## config.mk

```make
export PLATFORM = sky130hd
export DESIGN_NAME = seg_guard
export DESIGN_NICKNAME = d
export VERILOG_FILES = /design/src/rtl/seg_guard_pkg.sv /design/src/rtl/seg_regfile.sv /design/src/rtl/seg_check.sv /design/src/rtl/seg_guard.sv
export SDC_FILE = /design/constraint.sdc
export NUM_CORES = 1
export LEC_CHECK = 0
export BUFFER_PORTS_ARGS = -buffer_cell sky130_fd_sc_hd__buf_4
export CAP_MARGIN = 10
export CORE_UTILIZATION = 36
export DETAILED_ROUTE_END_ITERATION = 10
export PLACE_DENSITY = 0.64
export SLEW_MARGIN = 20
export SYNTH_ARGS = -nofsm -noshare
export SYNTH_HDL_FRONTEND = slang
export SYNTH_SLANG_ARGS = --single-unit
```

## constraint.sdc

```tcl
create_clock -name clk -period 4.63 [get_ports clk]
set_input_delay 0.463 -clock clk [delete_from_list [all_inputs] [get_ports clk]]
set_output_delay 0.463 -clock clk [all_outputs]
set_load 0.02 [all_outputs]
```

## src/rtl/seg_guard_pkg.sv

```systemverilog
package seg_guard_pkg;

  localparam int SEL_W  = 16;
  localparam int DESC_W = 64;
  localparam int OFF_W  = 16;
  localparam int ADDR_W = 24;
  localparam int LVL_W  = 2;

  typedef enum logic [2:0] {
    FLT_NONE   = 3'd0,
    FLT_ABSENT = 3'd1,
    FLT_PRIV   = 3'd2,
    FLT_RIGHTS = 3'd3,
    FLT_LIMIT  = 3'd4,
    FLT_NOREG  = 3'd5
  } fault_e;

  typedef enum logic [1:0] {
    ACC_READ  = 2'd0,
    ACC_WRITE = 2'd1,
    ACC_EXEC  = 2'd2,
    ACC_BAD   = 2'd3
  } acc_e;

  // type nibble: [0] code, [1] readable/writable, [2] expand-down, [3] spare
  typedef struct packed {
    logic [15:0]       spare;
    logic [3:0]        kind;
    logic [LVL_W-1:0]  dpl;
    logic              accessed;
    logic              present;
    logic [OFF_W-1:0]  limit;
    logic [ADDR_W-1:0] base;
  } seg_desc_t;

  function automatic logic [LVL_W-1:0] eff_level(input logic [LVL_W-1:0] cpl,
                                                 input logic [LVL_W-1:0] rpl);
    return (cpl > rpl) ? cpl : rpl;
  endfunction

  function automatic logic offset_ok(input logic [OFF_W-1:0] off,
                                     input logic [OFF_W-1:0] limit,
                                     input logic             down);
    if (down) return off > limit;
    return off <= limit;
  endfunction

  function automatic logic rights_ok(input logic [3:0] kind, input acc_e what);
    logic is_code, rw;
    is_code = kind[0];
    rw      = kind[1];
    case (what)
      ACC_READ:  return is_code ? rw : 1'b1;
      ACC_WRITE: return is_code ? 1'b0 : rw;
      ACC_EXEC:  return is_code;
      default:   return 1'b0;
    endcase
  endfunction

  function automatic logic [ADDR_W-1:0] phys(input logic [ADDR_W-1:0] base,
                                             input logic [OFF_W-1:0]  off);
    return base + ADDR_W'(off);
  endfunction

endpackage

```

## src/rtl/seg_regfile.sv

```systemverilog
module seg_regfile
  import seg_guard_pkg::*;
#(
  parameter int NUM_SEGS = 6,
  localparam int IDX_W = (NUM_SEGS > 1) ? $clog2(NUM_SEGS) : 1
) (
  input  logic             clk,
  input  logic             rst_n,
  input  logic             ld_en,
  input  logic [IDX_W-1:0] ld_idx,
  input  logic [SEL_W-1:0] ld_sel,
  input  seg_desc_t        ld_desc,
  input  logic             mark_en,
  input  logic [IDX_W-1:0] mark_idx,
  input  logic [IDX_W-1:0] rd_idx,
  output seg_desc_t        rd_desc,
  output logic [LVL_W-1:0] rd_rpl,
  output logic             rd_valid,
  output logic             rd_inrange
);

  seg_desc_t        desc_q [NUM_SEGS];
  logic [LVL_W-1:0] rpl_q  [NUM_SEGS];
  logic             vld_q  [NUM_SEGS];

  for (genvar g = 0; g < NUM_SEGS; g++) begin : g_entry
    logic hit_ld, hit_mark;
    assign hit_ld   = ld_en && (ld_idx == IDX_W'(g));
    assign hit_mark = mark_en && (mark_idx == IDX_W'(g));

    always_ff @(posedge clk) begin
      if (!rst_n) begin
        desc_q[g] <= '0;
        rpl_q[g]  <= '0;
        vld_q[g]  <= 1'b0;
      end else if (hit_ld) begin
        desc_q[g] <= ld_desc;
        rpl_q[g]  <= ld_sel[LVL_W-1:0];
        vld_q[g]  <= 1'b1;
      end else if (hit_mark) begin
        desc_q[g].accessed <= 1'b1;
      end
    end
  end

  always_comb begin
    rd_desc    = '0;
    rd_rpl     = '0;
    rd_valid   = 1'b0;
    rd_inrange = 1'b0;
    for (int i = 0; i < NUM_SEGS; i++) begin
      if (rd_idx == IDX_W'(i)) begin
        rd_desc    = desc_q[i];
        rd_rpl     = rpl_q[i];
        rd_valid   = vld_q[i];
        rd_inrange = 1'b1;
      end
    end
  end

endmodule

```

## src/rtl/seg_check.sv

```systemverilog
module seg_check
  import seg_guard_pkg::*;
(
  input  seg_desc_t         desc,
  input  logic              valid,
  input  logic              inrange,
  input  logic [LVL_W-1:0]  rpl,
  input  logic [OFF_W-1:0]  off,
  input  acc_e              kind,
  input  logic [LVL_W-1:0]  cpl,
  output fault_e            fault,
  output logic [ADDR_W-1:0] addr,
  output logic              mark
);

  logic priv_bad, rights_bad, limit_bad;

  assign priv_bad   = desc.dpl < eff_level(cpl, rpl);
  assign rights_bad = !rights_ok(desc.kind, kind);
  assign limit_bad  = !offset_ok(off, desc.limit, desc.kind[2]);

  always_comb begin
    if (!inrange)                   fault = FLT_NOREG;
    else if (!valid || !desc.present) fault = FLT_ABSENT;
    else if (priv_bad)              fault = FLT_PRIV;
    else if (rights_bad)            fault = FLT_RIGHTS;
    else if (limit_bad)             fault = FLT_LIMIT;
    else                            fault = FLT_NONE;
  end

  assign addr = (fault == FLT_NONE) ? phys(desc.base, off) : '0;
  assign mark = (fault == FLT_NONE) && !desc.accessed;

endmodule

```

## src/rtl/seg_guard.sv

```systemverilog
module seg_guard
  import seg_guard_pkg::*;
#(
  parameter int NUM_SEGS = 6,
  localparam int IDX_W = (NUM_SEGS > 1) ? $clog2(NUM_SEGS) : 1
) (
  input  logic              clk,
  input  logic              rst_n,
  input  logic              ld_en,
  input  logic [IDX_W-1:0]  ld_idx,
  input  logic [SEL_W-1:0]  ld_sel,
  input  logic [DESC_W-1:0] ld_desc,
  input  logic              acc_en,
  input  logic [IDX_W-1:0]  acc_idx,
  input  logic [OFF_W-1:0]  acc_off,
  input  logic [1:0]        acc_kind,
  input  logic [LVL_W-1:0]  acc_cpl,
  output logic              rsp_valid,
  output logic [ADDR_W-1:0] rsp_addr,
  output logic [2:0]        rsp_fault,
  output logic              rsp_mark
);

  seg_desc_t         cur_desc;
  logic [LVL_W-1:0]  cur_rpl;
  logic              cur_valid, cur_inrange;
  fault_e            chk_fault;
  logic [ADDR_W-1:0] chk_addr;
  logic              chk_mark;
  logic              mark_fire;

  assign mark_fire = acc_en && chk_mark;

  seg_regfile #(.NUM_SEGS(NUM_SEGS)) u_regs (
    .clk        (clk),
    .rst_n      (rst_n),
    .ld_en      (ld_en),
    .ld_idx     (ld_idx),
    .ld_sel     (ld_sel),
    .ld_desc    (seg_desc_t'(ld_desc)),
    .mark_en    (mark_fire),
    .mark_idx   (acc_idx),
    .rd_idx     (acc_idx),
    .rd_desc    (cur_desc),
    .rd_rpl     (cur_rpl),
    .rd_valid   (cur_valid),
    .rd_inrange (cur_inrange)
  );

  seg_check u_check (
    .desc    (cur_desc),
    .valid   (cur_valid),
    .inrange (cur_inrange),
    .rpl     (cur_rpl),
    .off     (acc_off),
    .kind    (acc_e'(acc_kind)),
    .cpl     (acc_cpl),
    .fault   (chk_fault),
    .addr    (chk_addr),
    .mark    (chk_mark)
  );

  always_ff @(posedge clk) begin
    if (!rst_n) begin
      rsp_valid <= 1'b0;
      rsp_addr  <= '0;
      rsp_fault <= '0;
      rsp_mark  <= 1'b0;
    end else begin
      rsp_valid <= acc_en;
      rsp_addr  <= acc_en ? chk_addr : '0;
      rsp_fault <= acc_en ? chk_fault : FLT_NONE;
      rsp_mark  <= mark_fire;
    end
  end

endmodule

```

==> results.json <==
{
  "hpwl_mm": 25.72,
  "highest_layer": "met5",
  "nNetsFinal": 1465,
  "wl_met2_mm": 19.70,
  "wl_per_cell_um": 21.09,
  "drcViolationCount": 0,
  "clk_pin_slew_ns": 0.06,
  "period_share_pct": 78.05,
  "timing.clock.skew_ns": 0.01883,
  "core-area_mm2": 0.04308,
  "synth_edf_count": 299,
  "critPathMaxFanout": 28,
  "place.gp.congestion": 0.8401,
  "synth_fp_nets": 1344,
  "final_common_cell": "edfxtp_1",
  "hp-class": "in -> reg",
  "synthSimpleGateAreaFrac_pct": 17.37,
  "ys_warn_count": 0,
  "critical_path_arrival_ns": 4.08,
  "drive_gt1_share_pct": 20.06,
  "dr.pass1.iters": 5,
  "cts_inserted_buffers": 36,
  "cts_sinks": 329,
  "postCtsSetupRepairBufs": 0,
  "cts_resized": 0,
  "mostFrequentLayoutCells": "299 x edfxtp_1, 294 x and2_1, 146 x buf_4, 60 x mux2i_1, 57 x nand2_1",
  "slew_headroom_pct": 27.79,
  "required_ns": 5.10,
  "drv_slew": 0,
  "synth_xor_area_share_pct": 1.001,
  "max-clock-path-buffers": 3,
  "finalHoldViolations": 0,
  "cts_hold_buf": 0,
  "power_density_mw_per_mm2": 379.0,
  "yosys_most_used_dff": "edfxtp_1",
  "synth_compound_area_share_pct": 6.080,
  "tns_ns": 0,
  "finalInstanceArea_mm2": 0.01855,
  "drt-met1-wl_mm": 17.56,
  "crit_type": "in -> reg",
  "dieWidth_um": 211.1,
  "async_reset_ff_share_pct": 0,
  "grt_pass1_vias": 10110,
  "initial_core_util_pct": 36.55,
  "n_antenna_cell": 0,
  "grt_pass1_wl_mm": 60.94,
  "fp.dieH_um": 211.1,
  "totalWireLength_mm": 40.72,
  "synth_top_family_by_area": "simple AND/OR/NAND/NOR gates",
  "finalPower_w": 0.007029,
  "crit_path_end_kind": "flop",
  "grt_overflow_total": 0,
  "antenna_found_initial": 3,
  "run_status": "finished clean",
  "mappedNetlistArea_mm2": 0.01574,
  "ant_nets": 0,
  "setup_viol": 0,
  "fmax_mhz": 276.7,
  "cap_violations": 0,
  "cts-root-buf": "clkbuf_16",
  "syn_inst": 1197,
  "die_area_mm2": 0.04457,
  "grt_usage_pct": 18.42,
  "num_vias": 9912,
  "vdd.ir_drop.worst_uv": 221.6,
  "tritoncts": "built",
  "synthAdderAreaFrac_pct": 2.988,
  "synth-seq-cells": 329,
  "via_per_inst": 5.133,
  "avgSynthCellArea_um2": 13.15,
  "yosysUniqueCellTypes": 67,
  "power.static_leakage_nw": 6.927,
  "tightestPinTransition_ns": 1.081,
  "fp-row-count": 76,
  "portBuffers": 107,
  "grt_max_degree": 52,
  "rsz0062_at_grt": "no",
  "met3_length_mm": 2.518,
  "yosysSeqAreaShare_pct": 60.84,
  "cts_max_level": 2,
  "synth_mux_area_share_pct": 9.251,
  "dpl_cell_area_mm2": 0.01741,
  "syn2layout_area_growth_pct": 17.82,
  "ioPinCount": 139,
  "fin_util_pct": 43.06,
  "drt-initial-drc-count": 754,
  "min_period_ns": 3.614,
  "clkLatencyLatePin_ns": 0.53,
  "startpoint_type": "primary input"
}
## final timing paths
check	startpoint	to	slack [ns]	cells past startpoint
min	ld_desc[39]	u_regs.desc_q[2][39]	0.25	2
max	acc_idx[0]	rsp_addr[4]	1.02	16
max reg2reg	u_regs.desc_q[1][98]	rsp_addr[4]	1.05	13
min reg2reg	u_regs.vld_q[2][0]	u_regs.vld_q[2][0]	0.48	1
## where the power goes
group	switching (W)	internal, W	total, W
Combinational	0.000470	0.000325	0.000795
Clock	0.00114	0.00163	0.00277
Sequential	0.0000439	0.00342	0.00346
Total	0.00165	0.00538	0.00703
## synth_stat cells (all sizes together), types with 2 or more instances
| cell type | count | area (um2) |
|---|---|---|
| a211oi | 5 | 42.54 |
| a21boi | 2 | 15.01 |
| a21o | 2 | 15.01 |
| a21oi | 33 | 165.2 |
| a222oi | 9 | 90.09 |
| a31oi | 5 | 46.29 |
| and2 | 294 | 1839 |
| and3 | 6 | 37.54 |
| buf | 22 | 166.4 |
| clkbuf | 45 | 168.9 |
| dfxtp | 30 | 600.6 |
| edfxtp | 299 | 8979 |
| ha | 36 | 450.4 |
| inv | 14 | 52.55 |
| mux2 | 14 | 157.7 |
| mux2i | 60 | 600.6 |
| mux4 | 31 | 698.2 |
| nand2 | 58 | 220.2 |
| nand2b | 10 | 62.56 |
| nand3 | 11 | 55.05 |
| nand3b | 3 | 22.52 |
| nand4 | 11 | 83.83 |
| nor2 | 56 | 217.7 |
| nor2b | 4 | 25.02 |
| nor3 | 18 | 90.09 |
| nor4 | 4 | 25.02 |
| o211ai | 4 | 30.03 |
| o21a | 4 | 30.03 |
| o21ai | 46 | 230.2 |
| o21bai | 8 | 60.06 |
| o221ai | 2 | 23.77 |
| o22ai | 6 | 43.79 |
| o31ai | 4 | 30.03 |
| o32ai | 2 | 17.52 |
| o41ai | 2 | 25.03 |
| or2 | 3 | 18.77 |
| or3 | 2 | 12.51 |
| xnor2 | 11 | 96.34 |
| xor2 | 7 | 61.31 |
## state kept, by name, summed over array words and instances, names as in the netlist
| register | count |
|---|---|
| rsp_fault | 3 |
| rsp_valid | 1 |
| u_regs.vld_q | 6 |
| u_regs.desc_q | 282 |
| u_regs.rpl_q | 12 |
| rsp_addr | 24 |
| rsp_mark | 1 |
## worst max-delay path, stage by stage
cell      delay (ns)
buf_6           0.29
buf_12          0.22
buf_4           0.22
mux4_2          0.51
a21oi_1         0.19
ha_1            0.26
and2_1          0.15
o21ai_0         0.07
a21boi_0        0.12
o41ai_1         0.33
buf_4           0.19
xnor2_1         0.27
nand4_4         0.15
buf_12          0.21
nor3_1          0.22
buf_4           0.15
## cell type report
cell class,count,area (um2)
Clock inverter,10,80.08
Tap cell,585,732.0
Multi-Input combinational cell,787,5881
Timing Repair Buffer,150,1167
Fill cell,3881,24530
Clock buffer,56,1057
Inverter,14,52.55
Sequential cell,329,9579
## kinds of logic (layout without fill, tap and decap cells)
kind of cell	count (synthesis)	in the layout
muxes	105	105
xor gates and xnor gates	18	18
and+or+nand+nor	483	483
AOI/OAI and AO/OA	144	144
adders and majority gates	37	37
buffers and inverters	81	230
DFF	329	329
## metrics by stage
step,instances,hold slack [ns],setup WS [ns]
6_report,1931,0.2479,1.016
5_1_grt,1931,0.2443,0.7850
4_1_cts,1931,0.2283,0.9963
3_5_place_dp,1865,0.4628,0.4702
3_3_place_gp,1865,0.4589,0.4610
2_1_floorplan,1197,0.4415,0.4289
## per-layer routing
| layer | vias up | global-route usage, % |
|---|---|---|
| met5 | - | 0 |
| met4 | 6 | 5.172 |
| met3 | 72 | 2.974 |
| met2 | 291 | 31.18 |
| met1 | 4930 | 24.35 |
| li1 | 4613 | - |
Note: power is estimated with default switching activity, not from simulation.
